==> config.mk <==
export PLATFORM = sky130hd
export DESIGN_NAME = flash_buf_prog
export DESIGN_NICKNAME = d
export VERILOG_FILES = /design/src/rtl/flash_buf_prog_pkg.sv /design/src/rtl/fbp_stage_buf.sv /design/src/rtl/fbp_poll_timer.sv /design/src/rtl/flash_buf_prog.sv
export SDC_FILE = /design/constraint.sdc
export NUM_CORES = 1
export LEC_CHECK = 0
export ABC_AREA = 1
export BUFFER_PORTS_ARGS = -buffer_cell sky130_fd_sc_hd__clkbuf_2
export CAP_MARGIN = 20
export CORE_UTILIZATION = 55
export CTS_CLUSTER_DIAMETER = 30
export DETAILED_ROUTE_END_ITERATION = 10
export PLACE_DENSITY = 0.73
export REMOVE_ABC_BUFFERS = 1
export SYNTH_ARGS = -nofsm -noshare
export SYNTH_HDL_FRONTEND = slang
export SYNTH_HIERARCHICAL = 1
export SYNTH_SLANG_ARGS = --single-unit
==> constraint.sdc <==
create_clock -name clk -period 3.9 [get_ports clk]
set_input_delay 0 -clock clk [delete_from_list [all_inputs] [get_ports clk]]
set_output_delay 0 -clock clk [all_outputs]
set_load 0.005 [all_outputs]
==> src/rtl/flash_buf_prog_pkg.sv <==
package flash_buf_prog_pkg;

    localparam logic [7:0] OP_BYTE_SETUP = 8'h40;
    localparam logic [7:0] OP_BUF_SETUP  = 8'hE8;
    localparam logic [7:0] OP_COMMIT     = 8'hD0;
    localparam logic [7:0] OP_ARRAY_MODE = 8'hFF;
    localparam int         RDY_BIT       = 7;

    typedef enum logic [1:0] {
        RES_OK         = 2'd0,
        RES_TIMEOUT    = 2'd1,
        RES_NOT_ERASED = 2'd2
    } res_e;

    typedef enum logic [3:0] {
        ST_IDLE,
        ST_S_CHK,
        ST_S_SETUP,
        ST_S_DATA,
        ST_S_POLL,
        ST_B_CHK,
        ST_B_SETUP,
        ST_B_BPOLL,
        ST_B_COUNT,
        ST_B_BURST,
        ST_B_CONF,
        ST_B_WPOLL,
        ST_RESTORE
    } st_e;

endpackage

==> src/rtl/fbp_stage_buf.sv <==
module fbp_stage_buf #(
    parameter int DEPTH = 32,
    parameter int DW    = 8,
    localparam int IW   = $clog2(DEPTH)
) (
    input  logic          clk,
    input  logic          wr_en,
    input  logic [IW-1:0] wr_idx,
    input  logic [DW-1:0] wr_data,
    input  logic [IW-1:0] rd_idx,
    output logic [DW-1:0] rd_data
);

    logic [DW-1:0] ent_q [DEPTH];
    logic [DW-1:0] ent_d [DEPTH];

    for (genvar g = 0; g < DEPTH; g++) begin : g_ent
        always_comb begin
            ent_d[g] = ent_q[g];
            if (wr_en && (wr_idx == IW'(g))) begin
                ent_d[g] = wr_data;
            end
        end

        always_ff @(posedge clk) begin
            ent_q[g] <= ent_d[g];
        end
    end

    assign rd_data = ent_q[rd_idx];

endmodule

==> src/rtl/fbp_poll_timer.sv <==
module fbp_poll_timer #(
    parameter int CW = 12
) (
    input  logic          clk,
    input  logic          rst_n,
    input  logic          clr,
    input  logic          step,
    input  logic [CW-1:0] limit,
    output logic          last
);

    logic [CW-1:0] cnt_d, cnt_q;

    always_comb begin
        cnt_d = cnt_q;
        if (clr) begin
            cnt_d = '0;
        end else if (step) begin
            cnt_d = cnt_q + 1'b1;
        end
    end

    always_ff @(posedge clk) begin
        if (!rst_n) begin
            cnt_q <= '0;
        end else begin
            cnt_q <= cnt_d;
        end
    end

    assign last = (cnt_q == (limit - 1'b1));

    // the counter never runs past the last permitted poll
    p_no_overrun_r8: assert property (@(posedge clk) disable iff (!rst_n)
        (last && !clr) |-> !step);

endmodule

==> src/rtl/flash_buf_prog.sv <==
module flash_buf_prog
    import flash_buf_prog_pkg::*;
#(
    parameter int AW              = 16,
    parameter int BLK_LEN         = 32,
    parameter int WR_TIMEOUT_CYC  = 4096,
    parameter int BUF_TIMEOUT_CYC = 1024
) (
    input  logic                       clk,
    input  logic                       rst_n,
    input  logic                       stg_wr_en,
    input  logic [$clog2(BLK_LEN)-1:0] stg_idx,
    input  logic [7:0]                 stg_data,
    input  logic                       req_valid,
    input  logic                       req_block,
    input  logic [AW-1:0]              req_addr,
    input  logic [7:0]                 req_data,
    output logic                       busy,
    output logic                       done,
    output logic [1:0]                 result,
    output logic [AW-1:0]              fl_addr,
    output logic [7:0]                 fl_wdata,
    output logic                       fl_we,
    output logic                       fl_re,
    input  logic [7:0]                 fl_rdata
);

    localparam int IW     = $clog2(BLK_LEN);
    localparam int MAX_TO = (WR_TIMEOUT_CYC > BUF_TIMEOUT_CYC) ? WR_TIMEOUT_CYC : BUF_TIMEOUT_CYC;
    localparam int CW     = $clog2(MAX_TO + 1);
    localparam logic [IW-1:0] LAST_IDX = IW'(BLK_LEN - 1);

    typedef struct packed {
        st_e           st;
        logic [AW-1:0] base;
        logic [IW-1:0] idx;
        logic [7:0]    sdata;
        res_e          pend;
        res_e          res;
        logic          done;
    } ctl_t;

    ctl_t q, n;

    logic          tmr_clr, tmr_step, tmr_wr, tmr_last;
    logic [7:0]    stg_rd;
    logic          ready;

    fbp_stage_buf #(.DEPTH(BLK_LEN), .DW(8)) u_buf (
        .clk     (clk),
        .wr_en   (stg_wr_en && (q.st == ST_IDLE)),
        .wr_idx  (stg_idx),
        .wr_data (stg_data),
        .rd_idx  (q.idx),
        .rd_data (stg_rd)
    );

    fbp_poll_timer #(.CW(CW)) u_tmr (
        .clk   (clk),
        .rst_n (rst_n),
        .clr   (tmr_clr),
        .step  (tmr_step),
        .limit (tmr_wr ? CW'(WR_TIMEOUT_CYC) : CW'(BUF_TIMEOUT_CYC)),
        .last  (tmr_last)
    );

    assign ready = fl_rdata[RDY_BIT];

    always_comb begin
        n        = q;
        n.done   = 1'b0;
        fl_we    = 1'b0;
        fl_re    = 1'b0;
        fl_wdata = 8'h00;
        tmr_clr  = 1'b1;
        tmr_step = 1'b0;
        tmr_wr   = 1'b1;

        case (q.st)
            ST_IDLE: begin
                if (req_valid) begin
                    n.base  = req_addr;
                    n.idx   = '0;
                    n.sdata = req_data;
                    n.st    = req_block ? ST_B_CHK : ST_S_CHK;
                end
            end
            ST_S_CHK: begin
                fl_re = 1'b1;
                if ((fl_rdata & q.sdata) != q.sdata) begin
                    n.st   = ST_IDLE;
                    n.done = 1'b1;
                    n.res  = RES_NOT_ERASED;
                end else begin
                    n.st = ST_S_SETUP;
                end
            end
            ST_S_SETUP: begin
                fl_we    = 1'b1;
                fl_wdata = OP_BYTE_SETUP;
                n.st     = ST_S_DATA;
            end
            ST_S_DATA: begin
                fl_we    = 1'b1;
                fl_wdata = q.sdata;
                n.st     = ST_S_POLL;
            end
            ST_S_POLL, ST_B_WPOLL: begin
                fl_re   = 1'b1;
                tmr_clr = 1'b0;
                if (ready) begin
                    n.pend = RES_OK;
                    n.st   = ST_RESTORE;
                end else if (tmr_last) begin
                    n.pend = RES_TIMEOUT;
                    n.st   = ST_RESTORE;
                end else begin
                    tmr_step = 1'b1;
                end
            end
            ST_B_CHK: begin
                fl_re = 1'b1;
                if (fl_rdata != 8'hFF) begin
                    n.st   = ST_IDLE;
                    n.done = 1'b1;
                    n.res  = RES_NOT_ERASED;
                end else if (q.idx == LAST_IDX) begin
                    n.idx = '0;
                    n.st  = ST_B_SETUP;
                end else begin
                    n.idx = q.idx + 1'b1;
                end
            end
            ST_B_SETUP: begin
                fl_we    = 1'b1;
                fl_wdata = OP_BUF_SETUP;
                n.st     = ST_B_BPOLL;
            end
            ST_B_BPOLL: begin
                fl_re   = 1'b1;
                tmr_clr = 1'b0;
                tmr_wr  = 1'b0;
                if (ready) begin
                    n.st = ST_B_COUNT;
                end else if (tmr_last) begin
                    n.pend = RES_TIMEOUT;
                    n.st   = ST_RESTORE;
                end else begin
                    tmr_step = 1'b1;
                end
            end
            ST_B_COUNT: begin
                fl_we    = 1'b1;
                fl_wdata = 8'(BLK_LEN - 1);
                n.st     = ST_B_BURST;
            end
            ST_B_BURST: begin
                fl_we    = 1'b1;
                fl_wdata = stg_rd;
                if (q.idx == LAST_IDX) begin
                    n.st = ST_B_CONF;
                end else begin
                    n.idx = q.idx + 1'b1;
                end
            end
            ST_B_CONF: begin
                fl_we    = 1'b1;
                fl_wdata = OP_COMMIT;
                n.st     = ST_B_WPOLL;
            end
            ST_RESTORE: begin
                fl_we    = 1'b1;
                fl_wdata = OP_ARRAY_MODE;
                n.st     = ST_IDLE;
                n.done   = 1'b1;
                n.res    = q.pend;
            end
            default: begin
                n.st = ST_IDLE;
            end
        endcase
    end

    always_ff @(posedge clk) begin
        if (!rst_n) begin
            q.st    <= ST_IDLE;
            q.base  <= '0;
            q.idx   <= '0;
            q.sdata <= '0;
            q.pend  <= RES_OK;
            q.res   <= RES_OK;
            q.done  <= 1'b0;
        end else begin
            q <= n;
        end
    end

    assign fl_addr = q.base + AW'(q.idx);
    assign busy    = (q.st != ST_IDLE);
    assign done    = q.done;
    assign result  = q.res;

    // one bus access per cycle, never both strobes
    p_one_strobe_r11: assert property (@(posedge clk) disable iff (!rst_n)
        !(fl_we && fl_re));
    // a busy cycle always carries an access
    p_busy_access_r11: assert property (@(posedge clk) disable iff (!rst_n)
        busy |-> (fl_we || fl_re));
    // completion is a single-cycle pulse that follows a busy cycle
    p_done_pulse_r9: assert property (@(posedge clk) disable iff (!rst_n)
        done |=> !done);
    p_done_after_busy_r9: assert property (@(posedge clk) disable iff (!rst_n)
        done |-> (!busy && $past(busy)));
    // a not-erased exit comes straight after a read, no write issued
    p_nerase_read_r4: assert property (@(posedge clk) disable iff (!rst_n)
        (done && result == RES_NOT_ERASED) |-> $past(fl_re));
    // all other exits end with the read-array command
    p_restore_r8: assert property (@(posedge clk) disable iff (!rst_n)
        (done && result != RES_NOT_ERASED) |-> $past(fl_we && fl_wdata == OP_ARRAY_MODE));
    // result changes only with a completion pulse
    p_result_hold_r9: assert property (@(posedge clk) disable iff (!rst_n)
        !done |-> $stable(result));

endmodule

==> impl_metrics.csv <==
group,metric,value,unit
die,die_h,163,um
clock_network,ctsResizeCount,0,
layout,fin_area,16700,um2
logic_synthesis,post-synth-top-area-cell,"edfxtp_1",
layout,final_common_cell,"nand2_1",
logic_synthesis,synth-seq-cells,307,
logic_synthesis,synth-edff-count,256,
clock_network,clk_path_buf_depth,3,
critical_path,worst-setup-path-type,"register to register",
critical_path,r2r_cells,21,
sta,finalCriticalPeriod,3180,ps
placed_design,place_area,14800,um2
sta,setup_viol,0,
critical_path,cp-startpoint,"q[37]$_SDFFE_PN0P_",
clock_network,hold_buffers,30,
power,intPower,6880,uW
critical_path,worstReg2RegEnd,"u_tmr/cnt_q[11]$_SDFFE_PP0P_",
sta,rsz0062_at_grt,"no",
layout,n_antenna_cell,0,
clock_network,cts_buffers,48,
sta,relSlewSlack,34.4,%
critical_path,r2r_start,"q[37]$_SDFFE_PN0P_",
power,leakage,0.00680,uW
logic_synthesis,synth_top_area_share,54.1,%
clock_network,clock_sink_count,307,
layout,drive_above_1_share,12.4,%
clock_network,clkLatencyLatePin,550,ps
critical_path,endpoint,"u_tmr/cnt_q[11]$_SDFFE_PP0P_",
layout,layout_common_cells,"528 x nand2_1, 256 x edfxtp_1, 226 x nand3_1, 113 x nor2_1, 93 x inv_1",
clock_network,cts_htree_levels,2,
layout,fillCellCount,1939,
placed_design,place_ws,776,ps
routing,drt_iter0_drc,1179,
power,swShare,28.7,%
critical_path,rrSetupSlack,720,ps
critical_path,critPathMaxFanout,6,
critical_path,start_kind,"register",
routing,routed_wl,34.3,mm
logic_synthesis,postSynthAreaPerCell,9.42,um2
layout,seqCellArea,8710,um2
critical_path,crit_arrival,3600,ps
logic_synthesis,synth.area.top_cells,"edfxtp_1 54%, nand2_1 14%, nand3_1 8.0%",
logic_synthesis,seq_area_frac_synth,61.3,%
global_route,grtUsageTotal,26.3,%
global_route,overflow,0,
logic_synthesis,yosysUniqueCellTypes,36,
routing,drt_pass1_iterations,5,
routing,postRouteAntennaNets,0,
placed_design,dp_hpwl,20.3,mm
die,die-width,163,um
critical_path,cp-end-kind,"register",
sta,slew_viol_final,0,
sta,fin_ws,724,ps
clock_network,postCtsSetupBuffers,0,
power,switchingPower,2770,uW
clock_network,cts_tree,"done",
sta,hold_violations,0,
critical_path,cp_data_required_time,4320,ps
routing,wire_per_inst,17.0,um
die,initial_utilization,56.3,%
power,p_clk_share,44.0,%
routing,vias_per_cell,5.47,
power,power_frac_comb,17.6,%
die,dieArea,26500,um2
run,timing.max_cap.violations,0,
die,boundaryPins,80,
routing,vias,11002,
global_route,grt_pass1_wl,54.0,mm
die,core_area,25300,um2
sta,fmax,0.315,GHz
logic_synthesis,yosysWarnings,6,
placed_design,portBuffers,79,
logic_synthesis,ys.flop_type,"edfxtp_1",
global_route,grt_pass1_vias,10387,
placed_design,globalplace.congestion,0.914,
global_route,grt_max_degree,72,
routing,drc,0,
layout,final_net_count,1704,
die,rows,58,
worst_hold_path,worstHoldStart,"req_valid",
layout,syn_to_final_growth,17.5,%
power,peakVddDrop,0.417,mV
clock_network,clkTransAtPathRegs,50,ps
clock_network,root_buffer,"clkbuf_16",
global_route,grt_antenna_before_repair,0,
sta,fin_crit_sh,81.4,%
layout,multi_input_area,4740,um2
sta,fin_worst_skew,28.1,ps
sta,worst_pin_slew,980,ps
worst_hold_path,hp-class,"input pin to register",
power,power.density,578,nW/um2
logic_synthesis,syn_area,14200,um2
logic_synthesis,synthCells,1509,
logic_synthesis,async_reset_ff_share,0,%
power,pwr-share-seq,38.4,%
outcome,status,"finished, final reports clean",
[critical path, stage by stage (launching register included)]
cell and delay [ps]:
dfxtp_1 450, inv_2 120, nand2_2 130, inv_2 60, nand2_1 120, inv_1 90
or2_2 270, nor2_1 110, nand2_1 70, xor2_1 140, nand3_1 80, nor2_1 80
nor3_1 510, nand2_1 100, inv_1 110, nand2_2 70, nor2_1 140, nand3_2 130
nor2_2 140, nand2_1 60, nand2_1 50, nor2_1 40
[sequential cells by signal, summed over array words and instances, names as in the netlist]
register and cells:
done 1, result 2, u_tmr/cnt_q 13, u_buf/ent_q 256, q 35
[Yosys cell counts (2+ instances only)]
master,n
clkbuf_1,11
edfxtp_1,256
inv_2,8
inv_1,93
nand2_2,8
buf_2,17
buf_1,3
ha_1,9
buf_4,9
buf_6,24
or2_2,3
a21oi_1,40
o21ai_0,48
xor2_1,14
nor2_1,113
nand2_1,528
dfxtp_1,51
o21ai_1,2
nand4_1,4
o211ai_1,6
nor2_4,5
nand3_2,3
nand3_1,226
nor2_2,7
xnor2_1,6
nor3_1,5
[metrics by stage]
stage | TNS, ps | utilization, % | hold slack, ps | instances | power (uW)
after floorplan | -7160 | - | 98.9 | 1473 | 4830
after CTS | 0 | 66.1 | 2.66 | 2013 | 9670
final | 0 | 66.1 | 11.7 | 2013 | 9660
after global routing | 0 | 66.1 | 55.8 | 2013 | 10000
after global placement | 0 | 58.4 | 227 | 1893 | 5360
after detailed placement | 0 | 58.4 | 236 | 1894 | 5390
[area by class of cell]
type / count / share of cell area (%)
Multi-Input combinational cell: 1064 / 28.4
Tap cell: 330 / 2.47
Clock inverter: 38 / 2.55
Clock buffer: 51 / 7.26
Inverter: 102 / 2.30
Sequential cell: 307 / 52.2
Timing Repair Buffer: 121 / 4.83
[kinds of logic (layout without fill, tap and decap cells)]
group | Yosys count | in the layout | synth area share [%]
AND/OR/NAND/NOR | 905 | 905 | 26.8
flip-flops | 307 | 307 | 61.3
buffers and inverters | 167 | 312 | 6.08
AO/OA/AOI/OAI | 99 | 99 | 3.65
XOR/XNOR | 20 | 20 | 1.23
adder cells (fa/ha/maj) | 10 | 10 | 0.934
other | 1 | 30 | 0.0264
[routing by layer]
layer  global-route usage, %  vias up  part of all wire, %
met2                    43.5      448                   48
met1                    34.8     5189                   42
li1                        -     5286                    -
met5                       0        -                    0
met4                    10.8        0                  3.1
met3                    3.95       79                  6.7
[power groups by stage]
stage,Sequential [uW],Combinational (uW),Clock (uW)
finish,3710,1700,4250
global route,3720,1890,4440
CTS,3710,1670,4280
detailed placement,3770,1620,0
global placement,3770,1590,0
floorplan,3850,978,0
[how the worst min path moves through the flow]
stage                     cells past startpoint  slack (ps)                           to
after global routing                          5          60           q[21]$_SDFFE_PN0P_
after global placement                        3         230           q[20]$_SDFFE_PN0P_
after CTS                                     5           3           q[21]$_SDFFE_PN0P_
after floorplan                               0         100  u_buf/ent_q[0][0]$_DFFE_PP_
final                                         5          10           q[25]$_SDFFE_PN0P_
after detailed placement                      3         240           q[25]$_SDFFE_PN0P_
No activity file was read; power rests on OpenSTA's default activity.
